## src/rtl/rst_seq_pkg.sv

```systemverilog
package rst_seq_pkg;

    typedef enum logic [1:0] {
        SEQ_ARM  = 2'd0,
        SEQ_PWRT = 2'd1,
        SEQ_OST  = 2'd2,
        SEQ_RUN  = 2'd3
    } seq_state_e;

    typedef struct packed {
        seq_state_e state;
        logic       rst;
        logic       cause_por;
        logic       cause_bor;
    } seq_regs_t;

    localparam seq_regs_t SEQ_RESET_VAL = '{
        state:     SEQ_ARM,
        rst:       1'b1,
        cause_por: 1'b1,
        cause_bor: 1'b0
    };

endpackage

```

## src/rtl/rst_pin_sync.sv

```systemverilog
module rst_pin_sync #(
    parameter int STAGES = 2
) (
    input  logic clk_i,
    input  logic arst_i,
    input  logic pin_n_i,
    output logic pin_ok_o
);

    logic [STAGES-1:0] sync_d;
    logic [STAGES-1:0] sync_q;

    generate
        if (STAGES == 1) begin : g_single
            always_comb sync_d = pin_n_i;
        end else begin : g_chain
            always_comb sync_d = {sync_q[STAGES-2:0], pin_n_i};
        end
    endgenerate

    always_ff @(posedge clk_i or posedge arst_i) begin
        if (arst_i) begin
            sync_q <= '0;
        end else begin
            sync_q <= sync_d;
        end
    end

    assign pin_ok_o = sync_q[STAGES-1];

endmodule

```

## src/rtl/rst_span_counter.sv

```systemverilog
module rst_span_counter #(
    parameter int LIMIT = 1024
) (
    input  logic clk_i,
    input  logic arst_i,
    input  logic clr_i,
    input  logic inc_i,
    output logic last_o
);

    localparam int CW = (LIMIT > 1) ? $clog2(LIMIT) : 1;
    localparam logic [CW-1:0] LAST_VAL = CW'(LIMIT - 1);

    logic [CW-1:0] cnt_d;
    logic [CW-1:0] cnt_q;

    always_comb begin
        cnt_d  = cnt_q;
        last_o = inc_i && !clr_i && (cnt_q == LAST_VAL);
        if (clr_i || last_o) begin
            cnt_d = '0;
        end else if (inc_i) begin
            cnt_d = cnt_q + 1'b1;
        end
    end

    always_ff @(posedge clk_i or posedge arst_i) begin
        if (arst_i) begin
            cnt_q <= '0;
        end else begin
            cnt_q <= cnt_d;
        end
    end

endmodule

```

## src/rtl/rst_powerup_seq.sv

```systemverilog
module rst_powerup_seq
    import rst_seq_pkg::*;
#(
    parameter int PWRT_TICKS  = 72,
    parameter int OST_CYCLES  = 1024,
    parameter int SYNC_STAGES = 2
) (
    input  logic clk_i,
    input  logic por_i,
    input  logic bor_i,
    input  logic wake_i,
    input  logic mclr_n_i,
    input  logic osc_rc_i,
    input  logic pwrt_dis_i,
    input  logic tick_i,
    output logic core_rst_o,
    output logic cause_por_o,
    output logic cause_bor_o,
    output logic seq_done_o
);

    seq_regs_t seq_d;
    seq_regs_t seq_q;

    logic pin_ok;
    logic pwrt_clr;
    logic pwrt_last;
    logic ost_clr;
    logic ost_last;

    rst_pin_sync #(
        .STAGES (SYNC_STAGES)
    ) u_pin_sync (
        .clk_i    (clk_i),
        .arst_i   (por_i),
        .pin_n_i  (mclr_n_i),
        .pin_ok_o (pin_ok)
    );

    rst_span_counter #(
        .LIMIT (PWRT_TICKS)
    ) u_pwrt_cnt (
        .clk_i  (clk_i),
        .arst_i (por_i),
        .clr_i  (pwrt_clr),
        .inc_i  (tick_i),
        .last_o (pwrt_last)
    );

    rst_span_counter #(
        .LIMIT (OST_CYCLES)
    ) u_ost_cnt (
        .clk_i  (clk_i),
        .arst_i (por_i),
        .clr_i  (ost_clr),
        .inc_i  (1'b1),
        .last_o (ost_last)
    );

    assign pwrt_clr = (seq_q.state != SEQ_PWRT);
    assign ost_clr  = (seq_q.state != SEQ_OST);

    always_comb begin
        seq_d = seq_q;
        unique case (seq_q.state)
            SEQ_ARM: begin
                if (!pwrt_dis_i) begin
                    seq_d.state = SEQ_PWRT;
                end else if (!osc_rc_i) begin
                    seq_d.state = SEQ_OST;
                end else begin
                    seq_d.state = SEQ_RUN;
                end
            end
            SEQ_PWRT: begin
                if (pwrt_last) begin
                    seq_d.state = osc_rc_i ? SEQ_RUN : SEQ_OST;
                end
            end
            SEQ_OST: begin
                if (ost_last) begin
                    seq_d.state = SEQ_RUN;
                end
            end
            SEQ_RUN: begin
                if (wake_i && !osc_rc_i) begin
                    seq_d.state = SEQ_OST;
                end
            end
            default: seq_d.state = SEQ_ARM;
        endcase
        if (bor_i) begin
            seq_d.state     = SEQ_ARM;
            seq_d.cause_bor = 1'b1;
            seq_d.cause_por = 1'b0;
        end
        seq_d.rst = (seq_d.state != SEQ_RUN) || !pin_ok;
    end

    always_ff @(posedge clk_i or posedge por_i) begin
        if (por_i) begin
            seq_q <= SEQ_RESET_VAL;
        end else begin
            seq_q <= seq_d;
        end
    end

    assign core_rst_o  = seq_q.rst;
    assign cause_por_o = seq_q.cause_por;
    assign cause_bor_o = seq_q.cause_bor;
    assign seq_done_o  = (seq_q.state == SEQ_RUN);

endmodule

```

## config.mk

```make
export PLATFORM = sky130hd
export DESIGN_NAME = rst_powerup_seq
export DESIGN_NICKNAME = d
export VERILOG_FILES = /design/src/rtl/rst_seq_pkg.sv /design/src/rtl/rst_pin_sync.sv /design/src/rtl/rst_span_counter.sv /design/src/rtl/rst_powerup_seq.sv
export SDC_FILE = /design/constraint.sdc
export NUM_CORES = 1
export LEC_CHECK = 0
export ABC_AREA = 1
export BUFFER_PORTS_ARGS = -buffer_cell sky130_fd_sc_hd__buf_2
export CORE_UTILIZATION = 57
export DETAILED_ROUTE_END_ITERATION = 7
export GPL_TIMING_DRIVEN = 0
export PLACE_DENSITY = 0.83
export SYNTH_ARGS = -nofsm -noshare
export SYNTH_HDL_FRONTEND = slang
export SYNTH_SLANG_ARGS = --single-unit
```

## constraint.sdc

```tcl
create_clock -name clk_i -period 1.4 [get_ports clk_i]
set_input_delay 0.21 -clock clk_i [delete_from_list [all_inputs] [get_ports clk_i]]
set_output_delay 0.21 -clock clk_i [all_outputs]
set_load 0.05 [all_outputs]
```

Word-level counts from Yosys, hierarchy flattened
Cells that the tools add are included.
Storage, ports and cells
  flip-flop bits (word level): 24
  input port bits: 8
  output and inout bits: 4
  logic and storage cells: 40
Cells by class
  add/subtract/negate cells: 2
  equal/unequal tests: 8
  mux-type cells: 10
  reduce and logical (&&, ||, !) cells: 13
Operators with widths (number)
  $mux W7: 2
  $add A10 B1 Y10 const B: 1
  $eq A10 B10 Y1 const B: 1
  $mux W10: 1
  $mux W2: 5
  $pmux W2 S4: 1
  $add A7 B1 Y7 const B: 1
  $eq A7 B7 Y1 const B: 1
  $eq A2 B2 Y1 const B: 2
  $logic_and A1 B1 Y1: 4
  $logic_not A1 Y1: 4
  $ne A2 B2 Y1 const B: 2
  $logic_or A1 B1 Y1: 3
  $eq A2 B1 Y1 const B: 1
  $logic_not A2 Y1: 1
  $ne A2 B1 Y1 const B: 1
  $reduce_bool A2 Y1: 1
  $mux W1: 1

Logic depth before layout (Yosys ltp)
Gate-level depths: netlist of run 1.
  depth in word-level cells: 9
  gate-level depth with buffers: 8
  mapped depth without buffers: 8

By module
Synthesis of run 1 repeated with hierarchy kept, for this count alone.
Second synthesis, totals
  cells, all modules: 186
  area, all modules: 1390.1 sq um
Modules (own cells, without submodules)
  rst_span_counter at u_ost_cnt: instances 1, cells an instance 78, area each 593.1 sq um, sequential area each 250.2 sq um
  rst_span_counter at u_pwrt_cnt: instances 1, cells an instance 67, area each 479.2 sq um, sequential area each 175.2 sq um
  rst_powerup_seq: instances 1, cells an instance 38, area each 264.0 sq um, sequential area each 127.6 sq um
  rst_pin_sync: instances 1, cells an instance 3, area each 53.8 sq um, sequential area each 50.0 sq um

Least setup slack after synthesis of run 1
Ideal clock, no wire load.
  path type: reg2reg
  start point: register u_ost_cnt.cnt_q[0]
  end point: register seq_q (netlist bit core_rst_o)
  setup time: 85 ps
  arrival time: 1127 ps
  required time: 1315 ps
  setup slack: 188 ps
  cell stages (with the launch flop): 9
  buffers on the path: 0
  clock period less this slack: 1212 ps
  cell sequence: dfrtp_1 ha_1 nand2_2 nor2_2 nand3_2 nand2_4 nand2_4 nand2_1 nand3_1
RTL lines
  start, declared: RTL line rst_span_counter.sv:15  | logic [CW-1:0] cnt_q;
  start signal, assigned: RTL line rst_span_counter.sv:31  | cnt_q <= cnt_d;
  end signal, assigned: RTL line rst_powerup_seq.sv:104  | seq_q <= seq_d;
  end, declared: RTL line rst_powerup_seq.sv:23  | seq_regs_t seq_q;

Worst setup path after layout of run 1
  start point: register seq_q (netlist bit cause_por_o)
  end point: output port cause_por_o
RTL lines
  end, declared: RTL line rst_powerup_seq.sv:17  | output logic cause_por_o,
No word-level cell between the ends.

==> metrics, run 1 <==
Post-Syn Instances 143; largest net degree at the start of global routing 25; minimum clock period 1322 ps; EDFF count, synth 0; # diodes 0; Reg2Reg Capture Point u_pwrt_cnt.cnt_q[1]; worst hold path class input port to flip-flop; fillers 137; xor/xnor cell area share of the yosys netlist 3.568%; static leakage 0.6547 nW; # nets final 177; post-DP HPWL 1.572 mm; WL met1 995 µm; Compound-Gate Fraction of Synth Area 5.912%; PortBufs 10; FF+latch area 605.6 µm²; worst-skew pair later-pin latency 310 ps; # Max-Cap Violations 0; worst setup path endpoint cause_por_o; Die Area 2343 µm²; H-tree levels 1; unrepaired setup endpoints after global routing false; grt total ovfl 0; Critical Path Start cause_por_o; Critical Path Fanout Max 2; Area growth syn-to-layout 19.37%; Synthesized Nets 153; worst slew pin tran 884.1 ps; number of routed nets with antenna violations 0; synth unique cells 26; worst r2r src u_pwrt_cnt.cnt_q[1]; fin cells 193; worst hold start bor_i; standard-cell rows 16; Met3 Routed Length 67 µm; commonest cells after routing, fill and taps aside nor2_1, nand2_1, inv_1, dfrtp_1; Post-Synth Simple-Gate Area 31.70%; Pre-Repair DR Iteration Count 4; Sw Share 27.79%; Crit. End Element primary output; Seq/Total Area, Yosys 49.13%; logic gate share of total power 18.8%; CTS Sinks 24; cell depth of the worst flop-to-flop path 8; VDD IR max 0.7138 mV; first-pass GRT wire length 3.698 mm; synthesized flop and latch total 24; GRT Util Overall 20.05%; asr flop ratio synth 100.0%; CP Buf/Inv Count 1; main combinational cell family by area after synthesis simple AND/OR/NAND/NOR gates; TNS Setup 0 ps; Primary FF master, synth dfrtp_1; post-synthesis mux area share 0%; worst path required time 1190 ps; Power Dens Cells 935.7 nW/µm²; CTS Buf Count 3; crit-path cells buf_2; vias in the first global route 924; max_slew headroom 41.00%; Post-route DRC 0; die width 48.41 µm; io pins 12; CTS tree built; antenna violations before repair 0; Synth Area in Adders 2.039%; NetSw 0.0003810 W; DP Cell Count 180; Max Freq 0.7562 GHz; Slew Viols, Final 0; Crit path depth 1; Iteration-0 DRC Markers 33; vias per cell 5.098; Clock Tree Buf Depth 2; area of the multi-input gates 560.5 µm²; most common cell after layout, fill and taps aside nor2_1; DP Area 1311 µm²; clk_skew 5.662 ps; final hold vios 0; layout cells sized above 1 30.72%; Avg Cell Area, Syn 8.583 µm²; Clock power frac 26.3%; effective utilization at floorplan 61.31%; CP max stage cell dfstp_2; fin area 1465 µm²; sequential power share 54.9%; Critical Path AT 1110 ps; crit-path max cell delay 550 ps; Core ar. 2002 µm²; Tcrit/Tclk final 94.46%; Via Count 984; Final setup violation count 0; Max Used Layer met4; internal power 0.0009900 W; CP startpoint kind flip-flop; type of the worst setup path flip-flop to primary output; clock transition at the register clock pins on the worst setup and hold paths after CTS 130 ps; Worst R2R Setup Slack 110 ps; Ys Warns 0; Placer Congestion 0.8553; final core area utilization 73.19%; crit-path leading delay family flip-flops; final WL 2.308 mm; DR WL/cell 11.96 µm; met2 wire len 1.231 mm; Mapped Area 1227 µm²; status finished, final reports clean; Die H 48.41 µm; CTS Root Cell clkbuf_4
[worst min-delay path by stage]
stage / to / cells after the start / slack, ps
floorplan: cause_bor_o / 1 / 220
global placement: u_pin_sync.sync_q[0] / 1 / 320
detailed placement: u_pin_sync.sync_q[0] / 1 / 320
CTS: cause_por_o / 2 / 40
global route: cause_por_o / 2 / 30
finish: cause_por_o / 2 / 40
[through the flow]
stage	hold slack (ps)	power, W	setup WS, ps
6_report	38.22	0.001371	77.53
4_1_cts	40.76	0.001307	0.2913
2_1_floorplan	223.1	0.0009021	188.1
5_1_grt	31.55	0.001435	12.67
3_5_place_dp	321.6	0.0009499	22.52
3_3_place_gp	319.9	0.0009396	71.62
[kinds of logic after synthesis]
family | count (synthesis)
AO/OA/AOI/OAI | 13
buffers and inverters | 24
flip-flops | 24
XOR/XNOR | 5
AND/OR/NAND/NOR | 75
adder cells (fa/ha/maj) | 2
[power groups by stage]
| stage | clock network (W) | registers (W) | logic, W |
|---|---|---|---|
| after floorplan | 0 | 0.000760 | 0.000142 |
| after CTS | 0.000367 | 0.000747 | 0.000193 |
| after detailed placement | 0 | 0.000760 | 0.000190 |
| final | 0.000361 | 0.000753 | 0.000258 |
| after global placement | 0 | 0.000759 | 0.000181 |
| after global routing | 0.000395 | 0.000757 | 0.000283 |
[timing repair]
item | CTS | global route
hold endpoints to repair | 1 | 0
gates resized for setup | 1 | 7
setup endpoints to repair | 1 | 9
pin swaps | 0 | 4
setup buffers | 0 | 8
hold buffers | 1 | 0
[metal layers]
layer,up-vias,global-route usage [%]
li1,493,-
met1,466,25.21
met2,23,35.68
met3,2,1.887
met4,0,7.843
met5,-,0
[Yosys cell counts (2+ instances only)]
cell type	instances	area, µm²
nand3_1	9	45.04
nor3b_2	2	25.02
xor2_1	4	35.03
dfrtp_1	22	550.5
nand2_1	22	82.58
nor2_2	4	25.02
nor3_2	2	20.02
inv_1	20	75.07
nor3_1	2	10.01
nand3_2	3	30.03
dfstp_2	2	52.55
inv_2	3	11.26
ha_1	2	25.02
a21oi_1	5	25.02
o21ai_1	3	15.01
nand2_4	2	22.52
nor2_1	23	86.33
nand2_2	3	18.77
o21ai_0	3	15.01
[sequential cells by signal, indices dropped and copies added (netlist names)]
register,count
seq_q,2
cause_bor_o,1
u_pwrt_cnt.cnt_q,7
u_ost_cnt.cnt_q,10
core_rst_o,1
u_pin_sync.sync_q,2
cause_por_o,1
[cell type report]
cell class / count / share of cell area, %
plain buffers: 1 / 0.5124
well taps: 27 / 2.306
multi-input cells: 95 / 38.26
clock buffers: 4 / 2.477
flip-flops and latches: 24 / 41.33
repair buffers: 19 / 9.223
inverters: 23 / 5.892
No activity file was read; power rests on OpenSTA's default activity.
==> run 2, diff against run 1 <==
- PLACE_DENSITY: 0.83 -> 0.88
==> metrics, run 2 (synthesized netlist as in run 1, its figures left out) <==
Placer Congestion 0.8327 (-2.6%); clk_skew 5.498 ps (-0.1645 ps); post-DP HPWL 1.589 mm (+1.1%); Max Freq 0.7316 GHz (-3.2%); Tcrit/Tclk final 97.63% (+3.2 points); effective utilization at floorplan 61.31% (unchanged); internal power 0.0009548 W (-3.6%); worst slack, placed 32.07 ps (+9.557 ps); vias per cell 5.262 (+3.2%); fin area 1400 µm² (-4.4%); # Max-Cap Violations 0 (unchanged); worst path required time 1190 ps (about the same); antenna violations before repair 0 (unchanged); Biggest register u_ost_cnt.cnt_q; Power Dens Cells 958.7 nW/µm² (+2.5%); CTS tree built; H-tree levels 1 (unchanged); Sw Share 28.87% (+1.1 points); CTS Buf Count 3 (unchanged); first-pass GRT wire length 3.857 mm (+4.3%); hold slack 25.01 ps (-13.21 ps); worst hold path class input port to flip-flop; max_slew headroom 42.54% (+1.5 points); Regs by FF count u_ost_cnt.cnt_q: 10 flops, u_pwrt_cnt.cnt_q: 7 flops; Post-route DRC 0 (unchanged); CTS Sinks 24 (unchanged); standard-cell rows 16 (unchanged); status finished, final reports clean; unrepaired setup endpoints after global routing true; static leakage 0.6193 nW (-5.4%); Area growth syn-to-layout 14.07%; PortBufs 10 (unchanged); number of routed nets with antenna violations 0 (unchanged); clock transition at the register clock pins on the worst setup and hold paths after CTS 140 ps (about the same); io pins 12 (unchanged); final hold vios 0 (unchanged); max reg flops 10 (unchanged); NetSw 0.0003875 W (+1.7%); Tot Pwr 0.001342 W (-2.1%); DP Area 1311 µm² (unchanged); CP startpoint kind flip-flop; DR WL/cell 12.18 µm (+1.8%); # diodes 0 (unchanged); vias in the first global route 917 (-0.76%); Final setup violation count 0 (unchanged); Die Area 2343 µm² (unchanged); layout cells sized above 1 29.38% (-1.3 points); Critical Path Start seq_q[4]; Core ar. 2002 µm² (unchanged); Clock Tree Buf Depth 2 (unchanged); sequential power share 56.0% (+1.1 points); worst-skew pair later-pin latency 320 ps (about the same); CTS Root Cell clkbuf_4; VDD IR max 0.8305 mV (+16%); PnR worst setup slack 33.19 ps (-44.34 ps); Crit. End Element primary output; largest net degree at the start of global routing 25 (unchanged); Critical Path AT 1160 ps (+50 ps); Critical Path Fanout Max 5 (+3); grt total ovfl 0 (unchanged); Pre-Repair DR Iteration Count 4 (unchanged); Iteration-0 DRC Markers 16 (-52%); Slew Viols, Final 0 (unchanged); Clock power frac 28.1% (+1.8 points); minimum clock period 1367 ps (+44.34 ps); Via Count 984 (unchanged); worst r2r src u_ost_cnt.cnt_q[0]; most common cell after layout, fill and taps aside nor2_1; commonest cells after routing, fill and taps aside nor2_1, nand2_1, inv_1, dfrtp_1, buf_2; die width 48.41 µm (unchanged); final WL 2.277 mm (-1.3%); type of the worst setup path flip-flop to primary output; worst hold start bor_i; # nets final 171 (-3.4%); logic gate share of total power 15.8% (-3.0 points); worst slew pin tran 861.0 ps (-23.09 ps); GRT Util Overall 21.51% (+1.5 points); TNS Setup 0 ps (unchanged); Die H 48.41 µm (unchanged)
==> run 2: critical path, stage by stage, from the launching register on <==
cell,delay (ps)
dfrtp_2,460
nand2_1,80
inv_1,50
buf_2,250
==> run 2: area by class of cell <==
type	count	area, µm²
tap	27	33.78
buffer	1	7.507
inverter	23	86.33
multi-input combinational	95	554.3
sequential	24	606.8
clock buffer	4	36.28
timing repair buffer	13	75.07
fill	140	601.8
==> run 2: path summary, 6_finish.rpt <==
kind                                         to  slack [ps]  cells after the start
min                                 cause_por_o          30                      2
max in group asynchronous    u_ost_cnt.cnt_q[0]         770                      2
max                                  seq_done_o          30                      3
max reg2reg                          core_rst_o          90                      8
min in group asynchronous   u_pwrt_cnt.cnt_q[3]          40                      2
min reg2reg                u_pin_sync.sync_q[1]         380                      0
==> run 2: metal layers <==
layer	wire length (µm)	track usage (%)	vias to the layer above
met1	1001	27.66	469
met2	1155	36.62	29
met3	88	4.088	5
met4	31	7.353	0
li1	-	-	481
met5	0	0	-
==> run 2: stage by stage <==
step / utilization (%) / std cells
final: 69.94 / 187
after global routing: 69.94 / 187
after CTS: 67.88 / 185
after global placement: 65.50 / 180
after detailed placement: 65.50 / 180
after floorplan: - / 143
==> run 2: what timing repair did <==
item / 4_1_cts / 5_1_grt
hold buffers: 1 / 0
setup buffers: 0 / 2
endpoints found under the setup margin: 1 / 9
hold endpoints to repair: 1 / 0
resized for setup: 1 / 7
==> run 2: power by group through the flow <==
stage                     clock, W  combinational, W  sequential, W
after floorplan                  0          0.000142       0.000760
after global placement           0          0.000180       0.000759
after detailed placement         0          0.000187       0.000761
after CTS                 0.000371          0.000190       0.000749
after global routing      0.000387          0.000238       0.000755
final                     0.000377          0.000213       0.000752
==> run 3, diff against run 2 <==
- ABC_AREA: 1 -> default
- CORE_UTILIZATION: 57 -> 56
==> metrics, run 3 <==
Tcrit/Tclk final 101.6% (+4.0 points); Post-Syn Instances 103 (-28%); most common cell after layout, fill and taps aside dfrtp_1; Seq/Total Area, Yosys 54.71% (+5.6 points); Critical Path AT 1640 ps (+480 ps); CP startpoint kind flip-flop; largest area contributor in the netlist dfrtp_1; GRT Util Overall 28.32% (+6.8 points); Slew Viols, Final 0 (unchanged); first-pass GRT wire length 3.988 mm (+3.4%); Critical Path Fanout Max 6 (+1); Max Used Layer met4; minimum clock period 1422 ps (+55.61 ps); # diodes 0 (unchanged); effective utilization at floorplan 61.82% (+0.51 points); Iteration-0 DRC Markers 70 (+54); worst slack, placed -54.13 ps (-86.21 ps); worst-skew pair later-pin latency 310 ps (about the same); Met3 Routed Length 191 µm (+120%); grt total ovfl 0 (unchanged); Avg Cell Area, Syn 10.70 µm² (+25%); Mapped Area 1102 µm² (-10%); worst path required time 1620 ps (+430 ps); Max Freq 0.7030 GHz (-3.9%); commonest cells after routing, fill and taps aside dfrtp_1, nor2_1, nand2_1, buf_2, xor2_1; Placer Congestion 0.7673 (-7.9%); vias per cell 5.920 (+13%); type of the worst setup path flip-flop to flip-flop; Synth top area share 49.94% (+5.1 points); CTS Root Cell clkbuf_4; VDD IR max 0.9473 mV (+14%); Die Area 2150 µm² (-8.3%); met2 wire len 1.549 mm (+34%); standard-cell rows 15 (-1); Biggest register u_ost_cnt.cnt_q; CTS Sinks 24 (unchanged); unrepaired setup endpoints after global routing true; clock transition at the register clock pins on the worst setup and hold paths after CTS 140 ps (about the same); Area growth syn-to-layout 22.93%; final WL 3.080 mm (+35%); asr flop ratio synth 100.0% (unchanged); TNS Setup -66.66 ps (-66.66 ps); # nets final 136 (-20%); Area contributors post-synth dfrtp_1, xor2_1, nor2_1, dfstp_2, xnor2_1; Via Count 888 (-9.8%); fin cells 150 (-20%); synthesized flop and latch total 24 (unchanged); Regs by FF count u_ost_cnt.cnt_q: 10 flops, u_pwrt_cnt.cnt_q: 7 flops; antenna violations before repair 0 (unchanged); count leader, synth dfrtp_1; number of routed nets with antenna violations 0 (unchanged); CTS tree built; Core ar. 1783 µm² (-11%); H-tree levels 1 (unchanged); largest net degree at the start of global routing 25 (unchanged); Clock Tree Buf Depth 2 (unchanged); status complete, but fails checks; PortBufs 11 (+1); CTS Buf Count 3 (unchanged); io pins 12 (unchanged); DP Cell Count 139 (-23%); violated checks negative setup slack; # Max-Cap Violations 0 (unchanged); WL met1 1.171 mm (+17%); synth unique cells 30 (+15%); Crit. End Element flip-flop; static leakage 0.5721 nW (-7.6%); worst hold path class input port to asynchronous set/reset pin; die width 46.37 µm (-4.2%); Primary FF master, synth dfrtp_1; Die H 46.37 µm (-4.2%); max reg flops 10 (unchanged); Final setup violation count 6 (+6); Pre-Repair DR Iteration Count 4 (unchanged); max_slew headroom 40.03% (-2.5 points); Synthesized Nets 113 (-26%); Ys Warns 0 (unchanged); clk_skew 6.685 ps (+1.187 ps); final hold vios 0 (unchanged); DR WL/cell 20.53 µm (+69%); EDFF count, synth 0 (unchanged); Post-route DRC 0 (unchanged); vias in the first global route 851 (-7.2%); Synth top cells by count dfrtp_1, nor2_1, nand2_1; post-DP HPWL 1.351 mm (-15%); PnR worst setup slack -22.42 ps (-55.61 ps); layout cells sized above 1 30.40% (+1.0 points); cell depth of the worst flop-to-flop path 5 (-3); Power Dens Cells 1023 nW/µm² (+6.7%); hold slack 61.51 ps (+36.50 ps); worst slew pin tran 898.6 ps (+37.66 ps)
## run 3: cell types whose count changed in the layout (fill, tap and decap cells not counted), sizes merged, moves of 3 or more
| cell | before | now |
|---|---|---|
| nor2b | 0 | 3 |
| nand3 | 12 | 5 |
| nand2 | 27 | 11 |
| nor2 | 28 | 16 |
| xnor2 | 1 | 5 |
| buf | 13 | 17 |
| o21ai | 6 | 1 |
| inv | 23 | 3 |
| nand2b | 0 | 3 |
| xor2 | 4 | 7 |
## run 3: cell families (layout without fill, tap and decap cells)
| logic type | after synthesis | count (layout) | synth area share, % |
|---|---|---|---|
| buffers and inverters | 3 | 25 | 1.021 |
| adder cells (fa/ha/maj) | 2 | 2 | 2.270 |
| AO/OA/AOI/OAI | 8 | 8 | 5.675 |
| AND/OR/NAND/NOR | 52 | 52 | 24.97 |
| XOR/XNOR | 12 | 12 | 9.535 |
| flip-flops | 24 | 24 | 54.71 |
| multiplexers | 2 | 2 | 1.816 |
## run 3: what timing repair did
action	4_1_cts	5_1_grt
gates resized for setup	3	10
hold buffers	1	0
cloned	0	0
hold endpoints to repair	1	0
pin swaps	1	5
buffers inserted	3	3
setup endpoints to repair	4	9
## run 3: path summary, 6_finish.rpt
path                       slack (ps)                    to                  from
min in group clk_i                 90           cause_por_o                 bor_i
max reg2reg                       -20    u_ost_cnt.cnt_q[1]    u_ost_cnt.cnt_q[1]
min                                60    u_ost_cnt.cnt_q[1]                 por_i
min reg2reg                       380  u_pin_sync.sync_q[1]  u_pin_sync.sync_q[0]
max                               -20    u_ost_cnt.cnt_q[1]    u_ost_cnt.cnt_q[1]
max in group asynchronous         730              seq_q[3]                 por_i
## run 3: where the power goes
part / internal [W] / switching (W)
clock network: 0.000289 / 0.000211
logic: 0.0000594 / 0.0000954
registers: 0.000712 / 0.0000197
total: 0.00106 / 0.000326
## run 3: worst max-delay path, stage by stage, from the launching register on
cell and delay, ps:
dfrtp_1 440, ha_4 170, and4_4 250, a41o_4 260, inv_4 50, and2_1 160
## run 3: area by class of cell
cell class                      instances  area, µm²
Sequential cell                        24      604.3
Multi-Input combinational cell         76      536.8
Fill cell                              98      427.9
Timing Repair Buffer                   18      116.4
Tap cell                               25      31.28
Clock inverter                          1      30.03
Clock buffer                            3      22.52
Inverter                                3      13.76
## run 3: metal layers
layer  GRT usage, %  vias up
met3          2.353       20
li1               -      390
met1          34.11      420
met4          19.41        0
met5              0        -
met2          47.50       58
## run 3: metrics by stage
step / utilization [%] / instance area, µm² / total power (W)
after floorplan: - / 1102 / 0.0008087
after global placement: 66.67 / 1189 / 0.0008371
after detailed placement: 66.67 / 1189 / 0.0008417
after CTS: 72.14 / 1286 / 0.001351
after global routing: 76.00 / 1355 / 0.001416
final: 76.00 / 1355 / 0.001386
